$ cat src/rtl/tmr_prescale_pkg.sv
package tmr_prescale_pkg;
   localparam int unsigned SEL_W    = 3;
   localparam int unsigned NUM_TAPS = 6;
   // log2 of each divided ratio, indexed by (code - 2)
   localparam int unsigned TAP_LOG2 [NUM_TAPS] = '{3, 5, 6, 7, 8, 10};
   localparam int unsigned MAX_TAP_LOG2 = 10;

   typedef enum logic [SEL_W-1:0] {
      SEL_STOP  = 3'd0,
      SEL_DIV1  = 3'd1
   } sel_fixed_e;
endpackage

$ cat src/rtl/psc_req_ctrl.sv
module psc_req_ctrl (
   input  logic clk,
   input  logic rst_n,
   input  logic set_req,
   input  logic hold,
   output logic req_q
);
   always_ff @(posedge clk or negedge rst_n) begin
      if (!rst_n) req_q <= 1'b0;
      else        req_q <= set_req | (req_q & hold);
   end
endmodule

$ cat src/rtl/psc_counter.sv
module psc_counter #(
   parameter int unsigned CNT_W = 10
) (
   input  logic             clk,
   input  logic             rst_n,
   input  logic             clear,
   output logic [CNT_W-1:0] cnt
);
   always_ff @(posedge clk or negedge rst_n) begin
      if (!rst_n)     cnt <= '0;
      else if (clear) cnt <= '0;
      else            cnt <= cnt + CNT_W'(1);
   end
endmodule

$ cat src/rtl/psc_tap_select.sv
module psc_tap_select
   import tmr_prescale_pkg::*;
#(
   parameter int unsigned CNT_W = 10
) (
   input  logic             clk,
   input  logic             rst_n,
   input  logic [CNT_W-1:0] cnt,
   input  logic [SEL_W-1:0] sel,
   input  logic             req,
   output logic             tick
);
   logic [NUM_TAPS-1:0] wrap;
   logic [SEL_W-1:0]    tap_idx;
   logic                tick_d;

   for (genvar i = 0; i < NUM_TAPS; i++) begin : g_tap
      localparam int unsigned LW = TAP_LOG2[i];
      assign wrap[i] = &cnt[LW-1:0];
   end

   assign tap_idx = sel - SEL_W'(2);

   always_comb begin
      tick_d = 1'b0;
      if (sel == SEL_DIV1)
         tick_d = 1'b1;
      else if (sel != SEL_STOP && !req)
         tick_d = wrap[tap_idx];
   end

   always_ff @(posedge clk or negedge rst_n) begin
      if (!rst_n) tick <= 1'b0;
      else        tick <= tick_d;
   end
endmodule

$ cat src/rtl/tmr_prescale.sv
module tmr_prescale
   import tmr_prescale_pkg::*;
#(
   parameter int unsigned CNT_W = 10
) (
   input  logic             clk,
   input  logic             rst_n,
   input  logic [SEL_W-1:0] ratio_sel,
   input  logic             clr_req_wr,
   input  logic             sync_hold,
   output logic             cnt_tick,
   output logic             clr_req_q
);
   if (CNT_W < MAX_TAP_LOG2) begin : g_bad_width
      $error("tmr_prescale: CNT_W too small for the largest ratio");
   end

   logic [CNT_W-1:0] pre_cnt;

   psc_req_ctrl u_req (
      .clk    (clk),
      .rst_n  (rst_n),
      .set_req(clr_req_wr),
      .hold   (sync_hold),
      .req_q  (clr_req_q)
   );

   psc_counter #(.CNT_W(CNT_W)) u_cnt (
      .clk  (clk),
      .rst_n(rst_n),
      .clear(clr_req_q),
      .cnt  (pre_cnt)
   );

   psc_tap_select #(.CNT_W(CNT_W)) u_tap (
      .clk  (clk),
      .rst_n(rst_n),
      .cnt  (pre_cnt),
      .sel  (ratio_sel),
      .req  (clr_req_q),
      .tick (cnt_tick)
   );
endmodule

$ cat config.mk
export PLATFORM = sky130hd
export DESIGN_NAME = tmr_prescale
export DESIGN_NICKNAME = d
export VERILOG_FILES = /design/src/rtl/tmr_prescale_pkg.sv /design/src/rtl/psc_req_ctrl.sv /design/src/rtl/psc_counter.sv /design/src/rtl/psc_tap_select.sv /design/src/rtl/tmr_prescale.sv
export SDC_FILE = /design/constraint.sdc
export NUM_CORES = 1
export LEC_CHECK = 0
export ABC_CLOCK_PERIOD_IN_PS = 2050
export BUFFER_PORTS_ARGS = -buffer_cell sky130_fd_sc_hd__buf_2
export CAP_MARGIN = 20
export CORE_MARGIN = 4
export CORE_UTILIZATION = 35
export DETAILED_ROUTE_END_ITERATION = 8
export SLEW_MARGIN = 20
export SYNTH_ARGS = -nofsm -noshare
export SYNTH_HDL_FRONTEND = slang
export SYNTH_SLANG_ARGS = --single-unit
$ cat constraint.sdc
create_clock -name clk -period 2.05 [get_ports clk]
set_input_delay 0.205 -clock clk [delete_from_list [all_inputs] [get_ports clk]]
set_output_delay 0.205 -clock clk [all_outputs]
set_load 0.01 [all_outputs]
Word-level counts from Yosys, hierarchy flattened
Index checks and enable logic that the tools add are counted.
Word-level totals
  bits in registers: 12
  bits of input ports: 7
Operators by class
  add/sub/neg operators: 2
  magnitude comparators: 1
  eq/ne operators: 1
  multiplexer cells: 5
  bitwise gates (word level): 2
  reductions and logical operators: 9
Operator list (number)
  adder 10 x 1 -> 10 bit, second input constant: 1
  2-to-1 mux 10 bit: 1
  AND reduction 10 bit: 1
  AND reduction 8 bit: 1
  AND reduction 7 bit: 1
  AND reduction 6 bit: 1
  AND reduction 5 bit: 1
  < comparator 3 x 4 -> 1 bit, second input constant: 1
  binary-select mux 1 bit (select 3 bit): 1
  equality test 3 x 1 -> 1 bit, second input constant: 1
  2-to-1 mux 1 bit: 3
  AND reduction 3 bit: 1
  nonzero test 3 bit: 1
  subtractor 3 x 2 -> 3 bit, second input constant: 1
  AND 1 bit: 1
  logical AND 1 bit: 1
  logical NOT 1 bit: 1
  OR 1 bit: 1

Depth between registers and ports, before layout
Gate-level depths: netlist of run 1.
  depth in word-level cells: 5
  depth in mapped cells: 7
  gate-level depth less buffers: 7

Modules after synthesis
Synthesis of run 1 repeated with hierarchy kept, for this count alone.
Second synthesis, totals
  cell total of the unflattened synthesis: 60
  area total of the unflattened synthesis: 603.1 µm²
Modules (own cells, without submodules)
  psc_counter: times used 1, cells an instance 45, area an instance 466.7 µm², seq. area each 250.2 µm²
  psc_tap_select: times used 1, cells an instance 13, area an instance 103.8 µm², seq. area each 25.0 µm²
  psc_req_ctrl: times used 1, cells an instance 2, area an instance 32.5 µm², seq. area each 25.0 µm²

Worst setup path after synthesis of run 1
OpenSTA, ideal clock, no wires.
  kind: register to register
  start point: register u_cnt.cnt[0]
  end point: register u_tap.tick
  data arrival time: 1.312 ns
  required time: 1.923 ns
  setup slack: 0.611 ns
  stages on the path, launching flop included: 8
  buffers on the path: 0
  period minus slack after synthesis: 1.439 ns
  path through: dfrtp_1 > ha_1 > and3_2 > ha_1 > inv_1 > a31oi_1 > o21ai_0 > o22ai_1
On the way
  word-level cells in the longest chain between the ends: 5
  elaborated cells between the ends (all ways): 10
  those cells by class: mux: 4; reduce/logical: 6
Ends and longest elaborated chain
  from (decl): RTL line psc_counter.sv:7  | output logic [CNT_W-1:0] cnt
  from (signal assigned): RTL line psc_counter.sv:12  | else cnt <= cnt + CNT_W'(1);
  AND reduction 10 bit (tied with other cells): RTL line psc_tap_select.sv:19  | assign wrap[i] = &cnt[LW-1:0];
  binary-select mux 1 bit (select 3 bit) (*): RTL line psc_tap_select.sv:29  | tick_d = wrap[tap_idx];
  2-to-1 mux 1 bit (implied by the code) (*): RTL line psc_tap_select.sv:29
  2-to-1 mux 1 bit (*): RTL line psc_tap_select.sv:28  | else if (sel != SEL_STOP && !req)
  2-to-1 mux 1 bit (*): RTL line psc_tap_select.sv:26  | if (sel == SEL_DIV1)
  via u_tap.tick_d: RTL line psc_tap_select.sv:15  | logic tick_d;
  to (signal assigned): RTL line psc_tap_select.sv:34  | else tick <= tick_d;
  to (decl): RTL line psc_tap_select.sv:11  | output logic tick
Mark *: on every way through the listed nets, which the timed path passes. The rest lies on a longest branch. The select of a mux whose other input is x is not followed.

Worst setup path in the final report of run 1
Same ends and word-level chain as after synthesis.

==> results.ini, run 1 <==
[status]
status = complete, no violations

[sta]
maxSlewHeadroom_pct = 70.0
finalCritPeriodShare_pct = 73.6
setup_tns_ns = 0
tightest_slew_ns = 0.450
rsz0062_at_grt = false
hold_viol = 0
fmax_mhz = 663
fin_ws_ns = 0.542
timing.final.max_slew_violations = 0
setup_viol = 0
skew_ns = 0.0107
period_needed_ns = 1.51
holdWs_ns = 0.116

[finish]
regArea_um2 = 300
nNetsFinal = 87
instances_no_fill = 91
syn2layout_area_growth_pct = 14.5
drive_gt1_share_pct = 20.0
fillerInstances = 162
antenna_cells = 0
multiInputGateArea_um2 = 294

[critical_path]
start_kind = flip-flop
crit_path_end = u_tap.tick$_DFF_PN0_
slowest_stage = dfrtp_1
crit_type = flip-flop to flip-flop
critPathMaxStageDelay_ns = 0.41
crit_chain = ha_1, and3_2, ha_1, inv_1, a31oi_1, o21ai_0, o22ai_1
rr_endpoint = u_tap.tick$_DFF_PN0_
cp_data_required_time_ns = 2.21
reg2reg_slack_ns = 0.54
worstPathArrival_ns = 1.67
end_kind = flip-flop
ff2ff_path_depth = 7
regToRegStartpoint = u_cnt.cnt[0]$_DFF_PN0_
crit_fanout = 4
crit_path_start = u_cnt.cnt[0]$_DFF_PN0_
critPathMostFrequentCell = ha_1

[placement]
gp_congestion = 0.761
portBuffers = 8
place_inst = 87
dp_slack_ns = 0.526
hpwl_um = 794

[cts]
cts_root_buf = clkbuf_4
clkTransAtPathRegs_ns = 0.08
cts_tree = yes
clock_sinks = 12
insertion_delay_ns = 0.27
cts_made_buffers = 3
htree_levels = 1
cts_setup_buffers = 0
clock_path_buffers = 2

[global_route]
grt_start_max_net_pins = 15
grt_overflow = 0
grt_pass1_vias = 487
busiest_layer = met2
grt_usage_pct = 10.6
antenna_found_initial = 0
globalRouteMet3Util_pct = 6.33
grt_pass1_wl_mm = 1.98
use_met2_pct = 16.3
gr-usage-met1_pct = 12.5

[die]
die_x_um = 49.9
initial_core_util_pct = 38.9
die-area_mm2 = 0.00249
io_pins = 9
rows = 14
coreArea_mm2 = 0.00158
die_y_um = 49.9

[yosys]
synth-seq-cells = 12
synth.net_count = 74
postSynthCellCount = 64
synthAdderAreaFrac_pct = 6.12
yosys.area.top_type = dfrtp_1
async_flop_share_pct = 100
synth.area.mux_share_pct = 0
synth_compound_area_share_pct = 11.4
synth_area_per_cell_um2 = 9.58
syn_area_um2 = 613
yosys.area.top_type_share_pct = 49.0
synth_ff_type = dfrtp_1
synth-xor-area-share_pct = 5.71
synth_area_leaders = dfrtp_1 (49%), ha_1 (6.1%), a21oi_1 (5.7%)
synth_cell_type_count = 22
synth_top_family_by_area = simple AND/OR/NAND/NOR gates
ys_seq_area_share_pct = 49.0
yosys.area_share.simple_pct = 24.7
synth_common_cells = dfrtp_1 (12), a21oi_1 (7), nor2_1 (7)
synth_edf_count = 0
yosysWarningCount = 0
synth.most_common_cell = dfrtp_1

[worst_hold_path]
min_path_type = input port to flip-flop

[run]
maxCapViolCount = 0

[route]
drtPass1Iterations = 6
routedWlPerCell_um = 12.1
ant_nets = 0
drcViolationCount = 0
vias = 480
drt-initial-drc-count = 6
avgViaCountPerCell = 5.27
wirelength_mm = 1.11

[pwr]
vdd_ir_drop_max_mv = 0.419
p_leak_uw = 0.000301
p_per_area_mw_per_mm2 = 597
power.total_uw = 419

[layout make-up]
cell class              instances  area share [%]
clock buffers                   3            3.21
inverters                       4            2.14
multi-input cells              47            41.9
flip-flops and latches         12            42.8
well taps                      16            2.85
repair buffers                  9            7.13
[per-stage QoR]
step	cell area [µm²]	utilization [%]
after floorplan	613	-
after global placement	669	42.5
after detailed placement	669	42.5
after CTS	702	44.5
after global routing	702	44.5
final	702	44.5
[cell usage in the layout (no fill, tap or decap), drive strengths merged, types with 2 or more instances in the layout]
master / instances
nor3: 2
o21ai: 3
buf: 8
nand2: 5
a21oi: 7
ha: 3
xnor2: 3
or3: 2
clkbuf: 3
nor2: 7
inv: 4
nor2b: 4
dfrtp: 12
nand3: 3
[registers in the layout, indices dropped and copies added, names as in the netlist]
signal,flops
u_cnt.cnt,10
u_tap.tick,1
u_req.req_q,1
[critical path, delay by kind of cell, from the launching register on]
| family | cells | cell delay, ns |
|---|---|---|
| simple gates | 1 | 0.21 |
| buf+inv | 1 | 0.05 |
| compound gates | 3 | 0.31 |
| fa+ha+maj | 2 | 0.42 |
| flops | 1 | 0.41 |
[per-layer routing]
metal  wire length [µm]  share of wire (%)
met1                512                 46
met3                 91                8.2
met2                489                 44
met4                 10               0.90
met5                  0                  0
[report_power, final]
part           switching (µW)  internal [µW]  leakage (µW)  total [µW]
clock                    73.5           67.9     0.0000138         141
combinational            14.5           12.6      0.000125        27.0
sequential               8.65            242      0.000162         250
[how the worst min path moves through the flow]
stage | slack (ns) | from | cells past startpoint | to
after floorplan | -0.09 | rst_n | 0 | u_cnt.cnt[0]$_DFF_PN0_
after global placement | 0.11 | rst_n | 1 | u_tap.tick$_DFF_PN0_
after detailed placement | 0.11 | rst_n | 1 | u_cnt.cnt[4]$_DFF_PN0_
after CTS | 0.11 | clr_req_wr | 2 | u_req.req_q$_DFF_PN0_
after global routing | 0.12 | clr_req_wr | 2 | u_req.req_q$_DFF_PN0_
final | 0.12 | clr_req_wr | 2 | u_req.req_q$_DFF_PN0_
[what timing repair did]
| item | 4_1_cts | 5_1_grt |
|---|---|---|
| hold endpoints to repair | 12 | 0 |
| hold buffers | 1 | 0 |
| gates resized for setup | 0 | 0 |
[cell families (layout without fill, tap and decap cells)]
logic type / count (synthesis) / in the layout
simple gates: 27 / 27
fa+ha+maj: 3 / 3
buf+inv: 5 / 16
compound gates: 13 / 13
xor+xnor: 4 / 4
flops: 12 / 12
No activity file was read; power rests on OpenSTA's default activity.
==> run 2, diff against run 1 <==
--- a/config.mk
+++ b/config.mk
@@ -5,7 +5,7 @@
 export SDC_FILE = /design/constraint.sdc
 export NUM_CORES = 1
 export LEC_CHECK = 0
-export ABC_CLOCK_PERIOD_IN_PS = 2050
+export ABC_CLOCK_PERIOD_IN_PS = 1400
 export BUFFER_PORTS_ARGS = -buffer_cell sky130_fd_sc_hd__buf_2
 export CAP_MARGIN = 20
 export CORE_MARGIN = 4
==> constraint.sdc (replaced) <==
create_clock -name clk -period 1.4 [get_ports clk]
set_input_delay 0.14 -clock clk [delete_from_list [all_inputs] [get_ports clk]]
set_output_delay 0.14 -clock clk [all_outputs]
set_load 0.01 [all_outputs]
==> results.ini, run 2 (same netlist as run 1, synthesis figures left out) <==
[status]
status = complete, no violations

[placement]
hpwl_um = 832
dp_slack_ns = -0.0390
gp_congestion = 0.747
portBuffers = 8

[cts]
clkTransAtPathRegs_ns = 0.08
cts_made_buffers = 3
insertion_delay_ns = 0.27
clock_path_buffers = 2
clock_sinks = 12
htree_levels = 1
cts_tree = yes
cts_root_buf = clkbuf_4

[worst_hold_path]
whs_path_depth = 2
holdPathEnd = u_req.req_q$_DFF_PN0_
min_path_type = input port to flip-flop
hold_start = clr_req_wr

[finish]
layout_common_cells = dfrtp_1 (12), buf_2 (8), nor2_1 (7)
drive_gt1_share_pct = 37.3
nNetsFinal = 94
reg.largest.list = u_cnt.cnt (10), u_req.req_q (1), u_tap.tick (1)
fillerInstances = 145
regArea_um2 = 300
multiInputGateArea_um2 = 350
largest_reg_flops = 10
final_common_cell = dfrtp_1
antenna_cells = 0
top_register = u_cnt.cnt
final_util_pct = 52.5
syn2layout_area_growth_pct = 35.1

[route]
drt-initial-drc-count = 6
vias = 521
wirelength_mm = 1.28
drcViolationCount = 0
avgViaCountPerCell = 5.26
routedWlPerCell_um = 12.9
drtPass1Iterations = 4
ant_nets = 0

[critical_path]
rr_endpoint = u_tap.tick$_DFF_PN0_
worstPathArrival_ns = 1.54
crit_type = flip-flop to flip-flop
start_kind = flip-flop
crit_fanout = 3
cp_data_required_time_ns = 1.56
regToRegStartpoint = u_cnt.cnt[1]$_DFF_PN0_
reg2reg_slack_ns = 0.02
end_kind = flip-flop
ff2ff_path_depth = 7
crit_path_start = u_cnt.cnt[1]$_DFF_PN0_

[global_route]
grt_pass1_vias = 497
grt_start_max_net_pins = 13
grt_pass1_wl_mm = 2.13
grt_overflow = 0
grt_usage_pct = 11.4
antenna_found_initial = 0

[pwr]
power_frac_comb_pct = 8.9
switching_power_uw = 160
power.total_uw = 704
vdd_ir_drop_max_mv = 0.614
p_per_area_mw_per_mm2 = 850
clkPwrFrac_pct = 39.0
sw_frac_of_total_pct = 22.7
pwr-share-seq_pct = 52.1
intPower_uw = 544
p_leak_uw = 0.000335

[sta]
period_needed_ns = 1.38
hold_viol = 0
rsz0062_at_grt = true
timing.final.max_slew_violations = 0
fin_ws_ns = 0.0201
holdWs_ns = 0.0412
finalCritPeriodShare_pct = 98.6
fmax_mhz = 725
skew_ns = 0.00650
maxSlewHeadroom_pct = 75.0
setup_viol = 0
tightest_slew_ns = 0.375

[die]
die_y_um = 49.9
die-area_mm2 = 0.00249
coreArea_mm2 = 0.00158
rows = 14
die_x_um = 49.9
io_pins = 9
initial_core_util_pct = 38.9

[run]
maxCapViolCount = 0

==> run 2: changes by cell type in the layout (fill, tap and decap cells not counted), sizes merged <==
cell,before,now
clkbuf,3,4
buf,8,15
==> run 2: per-stage QoR <==
stage / cells / instance area, µm² / TNS, ns
floorplan: 64 / 616 / 0
global placement: 90 / 694 / 0
detailed placement: 90 / 694 / -0.0390
CTS: 97 / 792 / 0
global route: 99 / 828 / -0.0594
finish: 99 / 828 / 0
==> run 2: per-layer routing <==
layer	GRT usage [%]	wire length [µm]
met2	18.1	624
met3	6.02	86
met1	13.1	560
met4	4.15	10
met5	0	0
==> run 2: how the worst max path moves through the flow <==
stage | end | slack [ns]
floorplan | u_tap.tick$_DFF_PN0_ | 0.02
global placement | u_tap.tick$_DFF_PN0_ | 0.02
detailed placement | u_tap.tick$_DFF_PN0_ | -0.04
CTS | u_tap.tick$_DFF_PN0_ | 0.004
global route | u_tap.tick$_DFF_PN0_ | -0.06
finish | u_tap.tick$_DFF_PN0_ | 0.02
==> run 2: power by group through the flow <==
stage          registers [µW]  clock network [µW]  logic, µW
2_1_floorplan             369                   0       17.7
3_3_place_gp              370                   0       52.2
3_5_place_dp              370                   0       52.0
4_1_cts                   364                 289       60.6
5_1_grt                   368                 307       72.6
6_report                  367                 275       62.7
==> run 2: worst max-delay path, stage by stage (launching register included) <==
cell,delay [ns]
dfrtp_1,0.42
ha_4,0.19
and3_4,0.18
ha_4,0.16
inv_2,0.04
a31oi_1,0.06
o21ai_1,0.13
o22ai_1,0.10
==> run 2: layout make-up <==
cell class / count / share of cell area (%)
multi-input combinational: 47 / 42.3
tap: 16 / 2.42
clock buffer: 4 / 4.38
sequential: 12 / 36.3
inverter: 4 / 1.81
timing repair buffer: 16 / 12.8
==> run 2: what timing repair did <==
| action | CTS | global route |
|---|---|---|
| hold buffers | 1 | 0 |
| buffers inserted | 2 | 2 |
| endpoints found under the setup margin | 1 | 2 |
| hold endpoints to repair | 12 | 0 |
| pin swaps | 5 | 2 |
| resized for setup | 7 | 5 |
